### src/rtl/mixmul_pkg.sv
package mixmul_pkg;
  localparam int unsigned WORD_W = 16;
  localparam int unsigned IDX_W  = 3;

  localparam logic [WORD_W-1:0] MUL_MASK    = 16'hF0F8;
  localparam logic [WORD_W-1:0] MUL_MATCH   = 16'hE008;
  localparam logic [WORD_W-1:0] MULSUM_MASK = 16'hF080;
  localparam logic [WORD_W-1:0] MULSUM_MATCH = 16'hE080;

  typedef enum logic [1:0] {
    CLS_OTHER  = 2'd0,
    CLS_MUL    = 2'd1,
    CLS_MULSUM = 2'd2
  } instr_cls_e;

  // classify a word against the two multiply patterns
  function automatic instr_cls_e classify(input logic [WORD_W-1:0] w);
    if ((w & MUL_MASK) == MUL_MATCH)          return CLS_MUL;
    else if ((w & MULSUM_MASK) == MULSUM_MATCH) return CLS_MULSUM;
    else                                      return CLS_OTHER;
  endfunction

  // correction term for signed-by-unsigned mode
  function automatic logic [2*WORD_W-1:0] sign_fix(
    input logic              signed_mode,
    input logic [WORD_W-1:0] a,
    input logic [WORD_W-1:0] b
  );
    if (signed_mode && a[WORD_W-1]) return {b, {WORD_W{1'b0}}};
    else                            return '0;
  endfunction
endpackage

### src/rtl/mixmul_decode.sv
module mixmul_decode
  import mixmul_pkg::*;
(
  input  logic [WORD_W-1:0] instr,
  output instr_cls_e        cls,
  output logic              signed_sel,
  output logic [IDX_W-1:0]  idx_a,
  output logic [IDX_W-1:0]  idx_b
);
  always_comb begin
    cls        = classify(instr);
    signed_sel = instr[8];
    idx_a      = instr[11:9];
    idx_b      = instr[2:0];
  end
endmodule

### src/rtl/mixmul_seq.sv
module mixmul_seq #(
  parameter int unsigned LAT   = 12,
  parameter int unsigned STEPS = 8,
  localparam int unsigned CW   = $clog2(LAT + 1),
  localparam int unsigned SIW  = (STEPS > 1) ? $clog2(STEPS) : 1
) (
  input  logic           clk,
  input  logic           rst_n,
  input  logic           accept,
  output logic           busy,
  output logic           step_en,
  output logic [SIW-1:0] step_idx,
  output logic           fin
);
  logic [CW-1:0] cnt;

  always_comb begin
    step_en  = busy && (cnt < CW'(STEPS));
    step_idx = cnt[SIW-1:0];
    fin      = busy && (cnt == CW'(LAT - 1));
  end

  always_ff @(posedge clk or negedge rst_n) begin
    if (!rst_n) begin
      busy <= 1'b0;
      cnt  <= '0;
    end else if (!busy) begin
      if (accept) begin
        busy <= 1'b1;
        cnt  <= '0;
      end
    end else if (fin) begin
      busy <= 1'b0;
      cnt  <= '0;
    end else begin
      cnt <= cnt + 1'b1;
    end
  end

  AST_BUSY_BOUND: assert property (@(posedge clk) disable iff (!rst_n)
    busy |-> (cnt <= CW'(LAT - 1)));
  AST_NO_RESTART: assert property (@(posedge clk) disable iff (!rst_n)
    (busy && !fin) |=> (busy && cnt == $past(cnt) + 1'b1));
endmodule

### src/rtl/mixmul_datapath.sv
module mixmul_datapath
  import mixmul_pkg::*;
#(
  parameter int unsigned W     = WORD_W,
  parameter int unsigned DIG   = 2,
  localparam int unsigned STEPS = W / DIG,
  localparam int unsigned SIW  = (STEPS > 1) ? $clog2(STEPS) : 1
) (
  input  logic           clk,
  input  logic           rst_n,
  input  logic           load,
  input  logic           signed_in,
  input  logic [W-1:0]   a_in,
  input  logic [W-1:0]   b_in,
  input  logic           step_en,
  input  logic [SIW-1:0] step_idx,
  output logic [2*W-1:0] prod
);
  logic [W-1:0]   a_q, b_q;
  logic           sgn_q;
  logic [2*W-1:0] acc;
  logic [DIG-1:0] digit;
  logic [2*W-1:0] pp;
  logic [2*W-1:0] terms [DIG];
  logic [2*W-1:0] corr;

  assign digit = a_q[int'(step_idx) * DIG +: DIG];

  for (genvar i = 0; i < DIG; i++) begin : g_term
    assign terms[i] = digit[i] ? ({{W{1'b0}}, b_q} << i) : '0;
  end

  always_comb begin
    pp = '0;
    for (int i = 0; i < DIG; i++) pp = pp + terms[i];
  end

  assign corr = sign_fix(sgn_q, a_q, b_q);
  assign prod = acc - corr;

  always_ff @(posedge clk or negedge rst_n) begin
    if (!rst_n) begin
      a_q   <= '0;
      b_q   <= '0;
      sgn_q <= 1'b0;
      acc   <= '0;
    end else if (load) begin
      a_q   <= a_in;
      b_q   <= b_in;
      sgn_q <= signed_in;
      acc   <= '0;
    end else if (step_en) begin
      acc <= acc + (pp << (int'(step_idx) * DIG));
    end
  end

  AST_OPND_FROZEN: assert property (@(posedge clk) disable iff (!rst_n)
    !load |=> ($stable(a_q) && $stable(b_q) && $stable(sgn_q)));
endmodule

### src/rtl/mixmul_unit.sv
module mixmul_unit
  import mixmul_pkg::*;
#(
  parameter int unsigned LAT = 12,
  parameter int unsigned DIG = 2
) (
  input  logic              clk,
  input  logic              rst_n,
  input  logic              start,
  input  logic [WORD_W-1:0] instr,
  input  logic [WORD_W-1:0] opnd_a,
  input  logic [WORD_W-1:0] opnd_b,
  output logic [IDX_W-1:0]  rf_idx_a,
  output logic [IDX_W-1:0]  rf_idx_b,
  output logic              busy,
  output logic              done,
  output logic [WORD_W-1:0] res_hi,
  output logic [WORD_W-1:0] res_lo,
  output logic              unsup
);
  localparam int unsigned STEPS = WORD_W / DIG;
  localparam int unsigned SIW   = (STEPS > 1) ? $clog2(STEPS) : 1;

  instr_cls_e          cls;
  logic                signed_sel;
  logic                accept, unsup_hit;
  logic                step_en, fin;
  logic [SIW-1:0]      step_idx;
  logic [2*WORD_W-1:0] prod;

  mixmul_decode u_dec (
    .instr      (instr),
    .cls        (cls),
    .signed_sel (signed_sel),
    .idx_a      (rf_idx_a),
    .idx_b      (rf_idx_b)
  );

  assign accept    = start && !busy && (cls == CLS_MUL);
  assign unsup_hit = start && !busy && (cls == CLS_MULSUM);

  mixmul_seq #(.LAT(LAT), .STEPS(STEPS)) u_seq (
    .clk      (clk),
    .rst_n    (rst_n),
    .accept   (accept),
    .busy     (busy),
    .step_en  (step_en),
    .step_idx (step_idx),
    .fin      (fin)
  );

  mixmul_datapath #(.W(WORD_W), .DIG(DIG)) u_dp (
    .clk       (clk),
    .rst_n     (rst_n),
    .load      (accept),
    .signed_in (signed_sel),
    .a_in      (opnd_a),
    .b_in      (opnd_b),
    .step_en   (step_en),
    .step_idx  (step_idx),
    .prod      (prod)
  );

  always_ff @(posedge clk or negedge rst_n) begin
    if (!rst_n) begin
      done   <= 1'b0;
      unsup  <= 1'b0;
      res_hi <= '0;
      res_lo <= '0;
    end else begin
      done  <= fin;
      unsup <= unsup_hit;
      if (fin) begin
        res_hi <= prod[2*WORD_W-1:WORD_W];
        res_lo <= prod[WORD_W-1:0];
      end
    end
  end

  AST_DONE_AT_FALL: assert property (@(posedge clk) disable iff (!rst_n)
    done |-> $fell(busy));
  AST_RES_HOLD: assert property (@(posedge clk) disable iff (!rst_n)
    !done |-> ($stable(res_hi) && $stable(res_lo)));
  AST_UNSUP_IDLE: assert property (@(posedge clk) disable iff (!rst_n)
    unsup |-> (!busy && !done));
  AST_DONE_PULSE: assert property (@(posedge clk) disable iff (!rst_n)
    done |=> !done);
endmodule

### config.mk
export PLATFORM = sky130hd
export DESIGN_NAME = mixmul_unit
export DESIGN_NICKNAME = d
export VERILOG_FILES = /design/src/rtl/mixmul_pkg.sv /design/src/rtl/mixmul_decode.sv /design/src/rtl/mixmul_seq.sv /design/src/rtl/mixmul_datapath.sv /design/src/rtl/mixmul_unit.sv
export SDC_FILE = /design/constraint.sdc
export NUM_CORES = 1
export LEC_CHECK = 0
export BUFFER_PORTS_ARGS = -buffer_cell sky130_fd_sc_hd__buf_4
export CAP_MARGIN = 20
export CORE_MARGIN = 2
export CORE_UTILIZATION = 45
export CTS_BUF_LIST = sky130_fd_sc_hd__clkbuf_4 sky130_fd_sc_hd__clkbuf_8 sky130_fd_sc_hd__clkbuf_16
export CTS_CLUSTER_SIZE = 8
export DETAILED_ROUTE_END_ITERATION = 7
export GPL_TIMING_DRIVEN = 0
export PLACE_DENSITY = 0.74
export SYNTH_ARGS = -nofsm -noshare
export SYNTH_HDL_FRONTEND = slang
export SYNTH_SLANG_ARGS = --single-unit
export TNS_END_PERCENT = 5
### constraint.sdc
create_clock -name clk -period 9.58 [get_ports clk]
set_clock_uncertainty 0.2 [all_clocks]
set_input_delay 0.479 -clock clk [delete_from_list [all_inputs] [get_ports clk]]
set_output_delay 0.479 -clock clk [all_outputs]
set_load 0.005 [all_outputs]
==> flow_summary.toml <==
[power]
powerDensity_nw_per_um2 = 199
power_leakage_nw = 4.43
ir_drop_mv = 0.115
power_mw = 1.87

[routing]
route.vias.total = 7442
via_per_inst = 5.72
drt-initial-drc-count = 626
routedWlPerCell_um = 16.7
wl_um = 21700
ant_nets = 0
drc = 0
first_pass_iters = 5

[synth]
avgSynthCellArea_um2 = 8.38
synth_ff_type = "dfrtp_1"
synth_mux_area_share_pct = 6.10
synth_xor_area_share_pct = 4.96
synth_top_area_share_pct = 32.1
synthSimpleGateAreaFrac_pct = 21.7
yosysTopAreaCell = "dfrtp_1"
synth_common_cells = "nand2_1, dfrtp_1, ha_1"
synth_compound_area_share_pct = 20.3
synth_edf_count = 0
ys_seq_area_share_pct = 32.1
synth.most_common_cell = "nand2_1"
synth_nets = 1088
ys_top_cells_by_area = "dfrtp_1, ha_1, nand2_1, o21ai_0, xnor2_1"
syn-instance-count = 969
yosys.area_share.adder_pct = 10.8
synth_top_family_by_area = "simple AND/OR/NAND/NOR gates"
synth.distinct_cells = 76
synth_seq_cells = 104
synth_area_um2 = 8120
yosysWarnings = 0
ys_async_sr_fraction_pct = 100

[finish]
design_area_um2 = 9390
final_nets = 1186
fin_cells = 1301
drive_above_1_share_pct = 14.6
num_antenna_cells = 0
area_growth_pct = 15.7

[floorplan]
pin_count = 92
start_util_pct = 45.5
die_w_um = 138
die_h_um = 138
rows = 49
core_area_um2 = 17800
die_area_um2 = 19100

[global_routing]
grt_pass1_wl_um = 35800
grt_max_degree = 60
met2_usage_pct = 35.6
groute.usage.overall_pct = 22.8
antenna_found_initial = 0
busiest_layer = "met2"
globalRouteMet3Util_pct = 2.32
gr-total-overflow = 0
grtUsageMet1_pct = 32.7
first_global_vias = 6981

[clocking]
cts_buffer_depth = 2
clockRootBuffer = "clkbuf_16"
post_cts_resized = 0
path_clk_slew_ps = 80
clock_latency_ps = 370
clkSinkCount = 104
cts_tree = "done"
cts_max_level = 3
cts_made_buffers = 9

[placed_design]
dp_hpwl_um = 17000
port-buffer-count = 85
place_inst = 1284
post_dp_cell_area_um2 = 9070
dp_slack_ps = 2330
place.gp.congestion = 0.977

[sta]
fmax_ghz = 0.136
min_period_ps = 7350
drv_slew = 0
finalSetupTns_ps = 0
timing.final.ws_setup_ps = 2230
fin_crit_sh_pct = 76.8
setup_violations = 0
rsz0062_at_grt = "no"
worst_pin_slew_ps = 939
hold_viol = 0
slew_headroom_pct = 37.2

[setup_path]
path_max_fanout = 10
crit_type = "register to register"
reg2reg_slack_ps = 2230
cp.required_ps = 9610
end_kind = "register"
worstPathArrival_ps = 7380
cp-start-kind = "register"

[min_path]
min_path_type = "input pin to register"

[outcome]
status = "finished clean"

[job]
max_cap_viol_count = 0
[worst max-delay path, stage by stage, from the launching register on]
cell and delay (ps):
dfrtp_1 410, buf_4 220, mux4_2 560, mux2i_1 630, clkbuf_1 440, nor2b_1 110, ha_1 300, buf_6 140
a21oi_2 210, o21ai_1 100, a2111oi_1 480, a21oi_1 180, o21ai_2 160, nor3b_1 360, o31ai_1 200, o21ai_0 180
o21ai_0 150, ha_1 370, a21oi_1 240, o21ai_0 190, a22oi_1 220, nand2_1 130, o221a_2 350, a211o_1 260
a21oi_1 170, xor2_1 160, o21ai_0 90
[flip-flops by register name (all words and copies together) (netlist names)]
register / count
done: 1
res_hi: 16
res_lo: 16
u_dp.a_q: 16
u_dp.acc: 32
u_dp.b_q: 16
u_dp.sgn_q: 1
u_seq.busy: 1
u_seq.cnt: 4
unsup: 1
[per-stage QoR]
stage	utilization [%]	hold WS (ps)
floorplan	-	-16.6
global placement	50.7	255
detailed placement	50.8	265
CTS	52.6	92.3
global route	52.6	110
finish	52.6	96.7
[cell families (layout without fill, tap and decap cells)]
group	count (synthesis)	in the layout
AO/OA/AOI/OAI	247	247
buffers and inverters	78	181
flip-flops	104	104
adder cells (fa/ha/maj)	68	68
XOR/XNOR	46	46
multiplexers	39	39
AND/OR/NAND/NOR	387	387
[per-layer routing]
layer / up-vias / wire length, um
met4: 0 / 624
li1: 3655 / -
met2: 205 / 10000
met3: 29 / 983
met1: 3553 / 10100
met5: - / 0
[placed cells by master, fill, tap and decap left out, drive strengths merged, types with 6 or more instances in the layout]
| cell | n |
|---|---|
| nand2b | 7 |
| nor3 | 15 |
| inv | 32 |
| nor2 | 55 |
| nand2 | 200 |
| o21a | 9 |
| nand4 | 12 |
| clkbuf | 41 |
| a211oi | 11 |
| or3 | 6 |
| ha | 65 |
| nand3 | 27 |
| nor2b | 38 |
| xnor2 | 29 |
| dfrtp | 104 |
| buf | 103 |
| o22ai | 6 |
| o21ai | 74 |
| a21oi | 48 |
| mux2 | 21 |
| mux2i | 12 |
| a21o | 24 |
| o21bai | 6 |
| o31ai | 16 |
| o211ai | 6 |
| xor2 | 17 |
| mux4 | 6 |
[power by group]
group          switching (mW)  total, mW  internal, mW
Clock                   0.182      0.390         0.208
Combinational           0.517      0.889         0.371
Sequential             0.0781      0.589         0.511
Total                   0.777       1.87          1.09
[layout make-up]
cell class | instances | area (um2)
Fill cell | 1735 | 8450
Multi-Input combinational cell | 787 | 5180
Sequential cell | 104 | 2600
Timing Repair Buffer | 87 | 676
Tap cell | 229 | 287
Clock buffer | 9 | 225
Buffer | 49 | 224
Inverter | 29 | 109
Clock inverter | 7 | 83.8
[worst paths after layout]
path,startpoint,cells after the start,endpoint
hold / removal,opnd_a[4],3,u_dp.a_q[4]$_DFFE_PN0P_
min in group asynchronous,rst_n,2,res_lo[14]$_DFFE_PN0P_
hold reg to reg,res_hi[8]$_DFFE_PN0P_,2,res_hi[8]$_DFFE_PN0P_
max in group asynchronous,rst_n,3,u_dp.b_q[7]$_DFFE_PN0P_
setup / recovery,u_seq.cnt[0]$_DFFE_PN0P_,26,u_dp.acc[30]$_DFFE_PN0P_
setup reg to reg,u_seq.cnt[0]$_DFFE_PN0P_,26,u_dp.acc[30]$_DFFE_PN0P_
[timing repair]
action                                 in CTS  in global routing
setup buffers                               0                  0
endpoints found under the hold margin      45                  0
setup endpoints to repair                   0                  0
hold buffers                                1                  0
(Power assumes the default switching activity.)
